$ cat src/rtl/irc_pkg.sv
package irc_pkg;
  localparam int unsigned IRC_DIV      = 12;
  localparam int unsigned IRC_HALF_HI  = 6;
  localparam int unsigned IRC_THIRD_HI = 4;
  localparam int unsigned IRC_CNT_W    = $clog2(IRC_DIV);

  typedef logic [IRC_CNT_W-1:0] irc_cnt_t;

  typedef struct packed {
    logic half_duty;
    logic car_en;
  } irc_ctl_t;

  function automatic irc_cnt_t irc_next(input irc_cnt_t c);
    return (c == irc_cnt_t'(IRC_DIV - 1)) ? '0 : c + 1'b1;
  endfunction

  function automatic logic irc_in_high(input irc_cnt_t c, input logic half);
    return half ? (c < irc_cnt_t'(IRC_HALF_HI)) : (c < irc_cnt_t'(IRC_THIRD_HI));
  endfunction
endpackage

$ cat src/rtl/irc_divider.sv
module irc_divider
  import irc_pkg::*;
(
  input  logic     clk,
  input  logic     rst_n,
  input  logic     restart,
  output irc_cnt_t cnt,
  output logic     wrap
);
  always_ff @(posedge clk or negedge rst_n) begin
    if (!rst_n)       cnt <= '0;
    else if (restart) cnt <= '0;
    else              cnt <= irc_next(cnt);
  end

  assign wrap = (cnt == irc_cnt_t'(IRC_DIV - 1));
endmodule

$ cat src/rtl/irc_regs.sv
module irc_regs
  import irc_pkg::*;
#(
  parameter int unsigned CTL_W    = 4,
  parameter int unsigned HALF_BIT = 3,
  parameter int unsigned EN_BIT   = 2
) (
  input  logic             clk,
  input  logic             rst_n,
  input  logic             ctl_we,
  input  logic [CTL_W-1:0] ctl_wd,
  input  logic             out_we,
  input  logic             out_d,
  output irc_ctl_t         ctl,
  output logic             lat,
  output logic             lat_rise
);
  always_ff @(posedge clk or negedge rst_n) begin
    if (!rst_n) begin
      ctl <= '0;
    end else if (ctl_we) begin
      ctl.half_duty <= ctl_wd[HALF_BIT];
      ctl.car_en    <= ctl_wd[EN_BIT];
    end
  end

  always_ff @(posedge clk or negedge rst_n) begin
    if (!rst_n)      lat <= 1'b0;
    else if (out_we) lat <= out_d;
  end

  assign lat_rise = out_we & out_d & ~lat;
endmodule

$ cat src/rtl/irc_shaper.sv
module irc_shaper
  import irc_pkg::*;
(
  input  irc_cnt_t cnt,
  input  irc_ctl_t ctl,
  input  logic     lat,
  output logic     carrier,
  output logic     pin
);
  always_comb begin
    carrier = irc_in_high(cnt, ctl.half_duty);
    pin     = lat & (ctl.car_en ? carrier : 1'b1);
  end
endmodule

$ cat src/rtl/irc_modulator.sv
module irc_modulator
  import irc_pkg::*;
(
  input  logic       clk,
  input  logic       rst_n,
  input  logic       ctl_we,
  input  logic [3:0] ctl_wd,
  input  logic       out_we,
  input  logic       out_d,
  output logic       ir_o
);
  irc_ctl_t ctl;
  irc_cnt_t div_cnt;
  logic     div_wrap;
  logic     lat_q;
  logic     lat_rise;
  logic     carrier;
  logic     duty_half;
  logic     car_en;

  irc_regs #(.CTL_W(4), .HALF_BIT(3), .EN_BIT(2)) u_regs (
    .clk(clk), .rst_n(rst_n), .ctl_we(ctl_we), .ctl_wd(ctl_wd),
    .out_we(out_we), .out_d(out_d), .ctl(ctl), .lat(lat_q), .lat_rise(lat_rise)
  );

  irc_divider u_div (
    .clk(clk), .rst_n(rst_n), .restart(lat_rise), .cnt(div_cnt), .wrap(div_wrap)
  );

  irc_shaper u_shape (
    .cnt(div_cnt), .ctl(ctl), .lat(lat_q), .carrier(carrier), .pin(ir_o)
  );

  assign duty_half = ctl.half_duty;
  assign car_en    = ctl.car_en;
endmodule

$ cat config.mk
export PLATFORM = sky130hd
export DESIGN_NAME = irc_modulator
export DESIGN_NICKNAME = d
export VERILOG_FILES = /design/src/rtl/irc_pkg.sv /design/src/rtl/irc_divider.sv /design/src/rtl/irc_regs.sv /design/src/rtl/irc_shaper.sv /design/src/rtl/irc_modulator.sv
export SDC_FILE = /design/constraint.sdc
export NUM_CORES = 1
export LEC_CHECK = 0
export BUFFER_PORTS_ARGS = -buffer_cell sky130_fd_sc_hd__clkbuf_2
export CORE_AREA = 5 5 42 44
export CTS_CLUSTER_DIAMETER = 80
export CTS_CLUSTER_SIZE = 25
export DETAILED_ROUTE_END_ITERATION = 10
export DIE_AREA = 0 0 47 49
export GPL_ROUTABILITY_DRIVEN = 0
export GPL_TIMING_DRIVEN = 0
export HOLD_SLACK_MARGIN = 0.06
export PLACE_DENSITY = 0.52
export SETUP_SLACK_MARGIN = 0.5
export SLEW_MARGIN = 10
export SYNTH_ARGS = -nofsm -noshare
export SYNTH_HDL_FRONTEND = slang
export SYNTH_SLANG_ARGS = --single-unit
$ cat constraint.sdc
create_clock -name clk -period 2.3 [get_ports clk]
set_clock_uncertainty 0.05 [all_clocks]
set_input_delay 0.46 -clock clk [delete_from_list [all_inputs] [get_ports clk]]
set_output_delay 0.46 -clock clk [all_outputs]
set_load 0.03 [all_outputs]
==> results.md, run 1 <==
* CTS sink cnt at 7
* Setup CP Type: reg -> out
* Post-Syn Area at between 200 and 300 um2
* TritonCTS clock tree: yes
* Kind of cell adding the most delay to the critical path: flip-flops
* Final Max Tran Viols at 0
* First DRT Iteration DRCs at 5
* Power per standard cell area at ~1100 mW/mm2
* Vias at around 220
* P&R area growth vs syn at 40.2%
* HPWL reported at the end of detailed placement at between 300 and 400 um
* Detailed Routing Iterations Pass 1 at 2
* Global Route Usage Sum at 6.10%
* Startpoint Class: flip-flop
* N_diodes at 0
* Clock Pin Slew Worst Setup and Hold Paths at around 50 ps
* Crit-path max cell delay at 390 ps
* Main combinational cell family by area after synthesis: compound AO/OA/AOI/OAI gates
* Yosys reg bits at 7
* Final WL at between 500 and 600 um
* Die Span Y at 49 um
* IO Pins at 10
* Final setup fails at 0
* Drc violations at 0
* Post-synthesis mux area share at 7.53%
* RSZ-0062 raised after global routing: false
* Switching power share of the total at 30.1%
* Synth warnings at 0
* Core area at 0.00140 mm2
* CP bufs+invs at 1
* Layout cells sized above 1 at 41.0%
* Fin crit share at about 76%
* Max frequency at about 570 MHz
* Cell row count at 14
* Via density at 4.02
* Crit. End Element: primary output
* Clock buffer depth at 2
* Post-synthesis simple-gate area fraction at a little under an eighth
* Port Buffers at 7
* Initial Util at roughly a fifth
* Leak at 0.204 nW
* Total Nets Final at 50
* Post-layout util at 29.9%
* Clk root buf: clkbuf_4
* Post-synthesis cell count at 25
* WL/cell at 9.44 um
* Internal at 0.330 mW
* Status: finished, final reports clean
* Combinational share of power at about a third
* Post-DRT Antenna Nets at 0
* WP data required at roughly 1800 ps
* Post-route minimum period at 1740 ps
* First-pass GRT wire length at roughly 920 um
* Total CTS buffers at 3
* GR Overflow Total at 0
* Clock H-tree levels at 1
* Largest net degree at the start of global routing at 8
* Distinct cells, synth at 16
* Reg power frac at between 40% and 50%
* Synth Area in Adders at roughly 4.2%
* TNS Setup at 0 ps
* Sw Pwr at about 0.14 mW
* Final Hold Violating Endpoints at 0
* Worst-Skew Late Latency at between 200 and 300 ps
* Synth Area in Compound Gates at 11.3%
* WP data arrival at 1230 ps
* Worst rel slew slack at 84.5%
* Crit-path cells: nand2b_4, a21o_1, a21oi_2, buf_6
* Die X-Extent at 47 um
* Critical path's slowest cell: dfrtp_1
* Synth Area per Inst at ~12 um2
* Post-synthesis sequential area ratio at about three fifths
* XOR/XNOR share of the synthesized area at roughly 6%
* Initial antenna violation count at 0
* Max-cap violations at 0
* Worst-Margin Slew at ~230 ps
* Worst-path fanout max at 3
* Mapped Nets at 35
* IR Drop Worst-Case VDD at between 0.4 and 0.5 mV
* Hold Crit Class: in -> reg
* Full die area at approximately 0.0023 mm2
* Vias in the first global route at ~220
* Clock power share at 23.3%
## per-layer routing
layer | up-vias | part of all wire (%) | track usage (%)
met5 | - | 0 | 0
met4 | 0 | 0 | 2.76
met3 | 0 | 14 | 7.01
met2 | 9 | 43 | 5.88
met1 | 100 | 43 | 7.88
li1 | 112 | - | -
## path summary, 6_finish.rpt
kind | startpoint | to | slack [ps] | depth (start not counted)
max in group asynchronous | rst_n | u_regs.ctl[0]$_DFFE_PN0P_ | 1500 | 2
min | out_we | u_regs.lat$_DFFE_PN0P_ | 360 | 2
min reg2reg | u_div.cnt[0]$_DFF_PN0_ | u_div.cnt[0]$_DFF_PN0_ | 420 | 1
max | u_div.cnt[1]$_DFF_PN0_ | ir_o | 560 | 4
max reg2reg | u_div.cnt[1]$_DFF_PN0_ | u_div.cnt[3]$_DFF_PN0_ | 1170 | 5
min in group asynchronous | rst_n | u_div.cnt[0]$_DFF_PN0_ | 530 | 2
## cells in the final DEF (no fill, tap or decap)
cell           synthesis  final
o21a_1                 1      1
o21ai_0                1      1
clkbuf_2               0      6
nand2_1                1      1
o21ai_1                1      1
buf_4                  0      2
dfrtp_1                7      7
a21o_1                 1      1
nand2b_4               0      1
xnor2_1                1      1
xor2_1                 1      1
nor2_1                 3      3
dlygate4sd3_1          0      1
ha_1                   1      1
buf_6                  0      1
clkbuf_1               0      1
clkbuf_4               0      3
mux2_2                 2      2
a21oi_2                1      1
inv_1                  1      1
nand3b_1               1      1
nand3_1                1      1
## logic make-up after synthesis
| group | Yosys count |
|---|---|
| muxes | 2 |
| AOI/OAI and AO/OA | 5 |
| xor gates and xnor gates | 2 |
| and+or+nand+nor | 7 |
| adders and majority gates | 1 |
| buffers and inverters | 1 |
| DFF | 7 |
## registers in the layout (all words and copies together) (netlist names)
name and flops:
u_regs.ctl 2, u_regs.lat 1, u_div.cnt 4
## cell usage after synthesis
master | number | share of area [%]
nor2_1 | 3 | 3.8
a21oi_2 | 1 | 2.9
dfrtp_1 | 7 | 59
nand2b_1 | 1 | 2.1
nand2_1 | 1 | 1.3
nand3b_1 | 1 | 2.5
nand3_1 | 1 | 1.7
a21o_1 | 1 | 2.5
mux2_2 | 2 | 7.5
inv_1 | 1 | 1.3
ha_1 | 1 | 4.2
o21a_1 | 1 | 2.5
xor2_1 | 1 | 2.9
xnor2_1 | 1 | 2.9
o21ai_1 | 1 | 1.7
o21ai_0 | 1 | 1.7
## per-stage QoR
stage	area, um2	hold WS, ps	cells	total power, mW	setup WS (ps)
after floorplan	299	114	25	0.293	788
after global placement	354	260	48	0.323	756
after detailed placement	354	255	48	0.322	762
after CTS	393	359	53	0.440	504
after global routing	419	370	55	0.510	507
final	419	364	55	0.472	557
## cell type report
type                    count  area [um2]
repair buffers             10        66.3
clock buffers               4        26.3
inverters                   1        3.75
multi-input cells          17         128
fillers                   162         982
well taps                  16        20.0
flip-flops and latches      7         175
## power by group through the flow
stage,combinational (mW),sequential [mW],clock (mW)
after floorplan,0.101,0.192,0
after global placement,0.120,0.203,0
after detailed placement,0.121,0.201,0
after CTS,0.125,0.201,0.115
after global routing,0.181,0.208,0.121
final,0.159,0.203,0.110
## worst register-to-register path, delay by kind of cell, from the launching register on
family                     cells  cell delay [ps]
DFF                            1              390
adders and majority gates      1              190
and+or+nand+nor                2              190
buffers and inverters          1              140
AOI/OAI and AO/OA              1              100
## timing repair
action | 4_1_cts | 5_1_grt
hold endpoints to repair | 7 | 0
resized for setup | 1 | 3
pin swaps | 0 | 1
endpoints found under the setup margin | 1 | 1
setup buffers | 0 | 2
hold buffers | 1 | 0
Power figures use the tool's default switching activity.
==> run 2: changes to the inputs <==
- clock period: 2.3 -> 1.7 ns (I/O delays scaled with it)
==> run 2 against run 1 <==
  * First-iteration DRC count increased by 20%
  * Critical endpoint unchanged
  * Largest cell class unchanged
  * Die area did not move
  * Routed wire length is 1.7% higher
==> results.md, run 2 (synthesized netlist as in run 1, its figures left out) <==
* TritonCTS clock tree: yes (unchanged)
* Final setup fails at 0 (unchanged)
* WL/cell at 9.96 um (was 9.44 um)
* Core area at 0.00140 mm2 (unchanged)
* Crit-path max cell delay at 390 ps (about the same)
* Global Route Usage Sum at 5.96% (was 6.10%)
* Clock power share at 25.0% (was 23.3%)
* Worst-Skew Late Latency at 250 ps (about the same)
* Clock buffer depth at 2 (unchanged)
* Fin crit share at a little over nine tenths
* CP bufs+invs at 1 (unchanged)
* Vias at 214 (was 221)
* Biggest register: u_div.cnt (unchanged)
* Most common cell after layout, fill and taps aside: dfrtp_1 (unchanged)
* P&R area growth vs syn at 36.4% (was 40.2%)
* Hold_ws at 245 ps (was 364 ps)
* CTS sink cnt at 7 (unchanged)
* Cell row count at 14 (unchanged)
* Clock H-tree levels at 1 (unchanged)
* Hold depth at 2 (unchanged)
* Layout fillers at 153 (was 162)
* Status: finished, final reports clean (unchanged)
* WP data required at 1310 ps (was 1790 ps)
* Max frequency at 612 MHz
* Worst reg2reg path depth at 4 (was 5)
* Final Hold Violating Endpoints at 0 (unchanged)
* First-pass GRT wire length at 876 um (was 924 um)
* Die Span Y at 49 um (unchanged)
* Crit-path cells: nand2b_1, a21o_1, a21oi_4, buf_8 (was nand2b_4, a21o_1, a21oi_2, buf_6)
* Worst-path fanout max at 3 (unchanged)
* GR Overflow Total at 0 (unchanged)
* WP data arrival at 1240 ps (was 1230 ps)
* Detailed Routing Iterations Pass 1 at 4 (was 2)
* First DRT Iteration DRCs at 6 (was 5)
* Most frequent cells in the layout: dfrtp_1, clkbuf_2, nor2_1, clkbuf_4, mux2_2 (was dfrtp_1, clkbuf_2, nor2_1, clkbuf_4)
* Largest regs: u_div.cnt: 4 flops, u_regs.ctl: 2 flops, u_regs.lat: 1 flops (unchanged)
* Crit. End Element: primary output (unchanged)
* Hold Crit Class: in -> reg (unchanged)
* Worst-Margin Slew at 224 ps (was 230 ps)
* Initial antenna violation count at 0 (unchanged)
* N_diodes at 0 (unchanged)
* Drc violations at 0 (unchanged)
* Internal at 0.418 mW (was 0.330 mW)
* DP Area at 362 um2 (was 354 um2)
* Max-cap violations at 0 (unchanged)
* IR Drop Worst-Case VDD at 0.588 mV (was 0.458 mV)
* Port Buffers at 7 (unchanged)
* Setup CP Type: reg -> out (unchanged)
* Critical path's slowest cell: dfrtp_1 (unchanged)
* RSZ-0062 raised after global routing: true (was false)
* Finished Cell Area at 408 um2 (was 419 um2)
* Post-layout util at 29.1% (was 29.9%)
* Largest net degree at the start of global routing at 8 (unchanged)
* Clk root buf: clkbuf_4 (unchanged)
* Post-route minimum period at ~1600 ps
* TNS Setup at 0 ps (unchanged)
* Max reg flops at 4 (unchanged)
* Final Max Tran Viols at 0 (unchanged)
* Reg power frac at 43.9% (was 43.1%)
* IO Pins at 10 (unchanged)
* Final WL at 528 um (was 519 um)
* Switching power share of the total at 31.9% (was 30.1%)
* Via density at 4.04 (was 4.02)
* Leak at 0.192 nW (was 0.204 nW)
* Kind of cell adding the most delay to the critical path: flip-flops (unchanged)
* Power per standard cell area at 1500 mW/mm2 (was 1130 mW/mm2)
* Post-DRT Antenna Nets at 0 (unchanged)
* Layout cells sized above 1 at 35.1% (was 41.0%)
* Clock Pin Slew Worst Setup and Hold Paths at 50 ps (about the same)
* Initial Util at 21.3% (unchanged)
* Full die area at 0.00230 mm2 (unchanged)
* Die X-Extent at 47 um (unchanged)
* Vias in the first global route at 211 (was 216)
* Combinational share of power at 31.2% (was 33.7%)
* Total CTS buffers at 3 (unchanged)
* Total Nets Final at 48 (was 50)
* CP Depth at 4 (unchanged)
* Worst rel slew slack at 85.0% (was 84.5%)
* Sw Pwr at 0.196 mW (was 0.142 mW)
* Startpoint Class: flip-flop (unchanged)
## run 2: changes by cell type in the layout (fill, tap and decap cells not counted), sizes merged
| cell | previous run | this run |
|---|---|---|
| buf | 3 | 1 |
## run 2: area by class of cell
| cell class | count | area (um2) | area share (%) |
|---|---|---|---|
| Multi-Input combinational cell | 17 | 128 | 31.3 |
| Timing Repair Buffer | 8 | 55.1 | 13.5 |
| Sequential cell | 7 | 175 | 42.9 |
| Inverter | 1 | 3.75 | 0.920 |
| Tap cell | 16 | 20.0 | 4.91 |
| Clock buffer | 4 | 26.3 | 6.44 |
## run 2: routing by layer
layer	vias up	GRT usage (%)	part of all wire, %
li1	109	-	-
met4	0	5.53	0
met5	-	0	0
met1	100	6.08	41
met2	5	7.92	53
met3	0	3.69	5.9
## run 2: power groups by stage
stage | Combinational, mW | Sequential, mW | Clock [mW]
5_1_grt | 0.220 | 0.276 | 0.173
4_1_cts | 0.190 | 0.270 | 0.159
2_1_floorplan | 0.146 | 0.261 | 0
3_5_place_dp | 0.178 | 0.272 | 0
6_report | 0.191 | 0.269 | 0.153
3_3_place_gp | 0.176 | 0.274 | 0
## run 2: worst paths after layout
path	from	end	slack, ps
min in group asynchronous	rst_n	u_regs.ctl[0]$_DFFE_PN0P_	410
setup reg to reg	u_div.cnt[0]$_DFF_PN0_	u_div.cnt[0]$_DFF_PN0_	670
hold / removal	out_we	u_regs.lat$_DFFE_PN0P_	250
setup / recovery	u_div.cnt[1]$_DFF_PN0_	ir_o	70
hold reg to reg	u_div.cnt[0]$_DFF_PN0_	u_div.cnt[0]$_DFF_PN0_	420
max in group asynchronous	rst_n	u_div.cnt[2]$_DFF_PN0_	1030
## run 2: per-stage QoR
stage	setup WS (ps)	std cells	total power, mW
after floorplan	404	25	0.408
after global placement	286	48	0.450
after detailed placement	290	48	0.449
after CTS	51.4	53	0.619
after global routing	14.6	53	0.668
final	65.0	53	0.613
## run 2: repair_timing
action | CTS | global route
setup buffers | 0 | 0
setup endpoints to repair | 1 | 1
cloned | 0 | 0
endpoints found under the hold margin | 7 | 0
hold buffers | 1 | 0
resized for setup | 2 | 1
## run 2: worst register-to-register path: cells and delay by family, from the launching register on
family          cells  cell delay (ps)
simple gates        2              190
flops               1              390
compound gates      1              100
fa+ha+maj           1              230
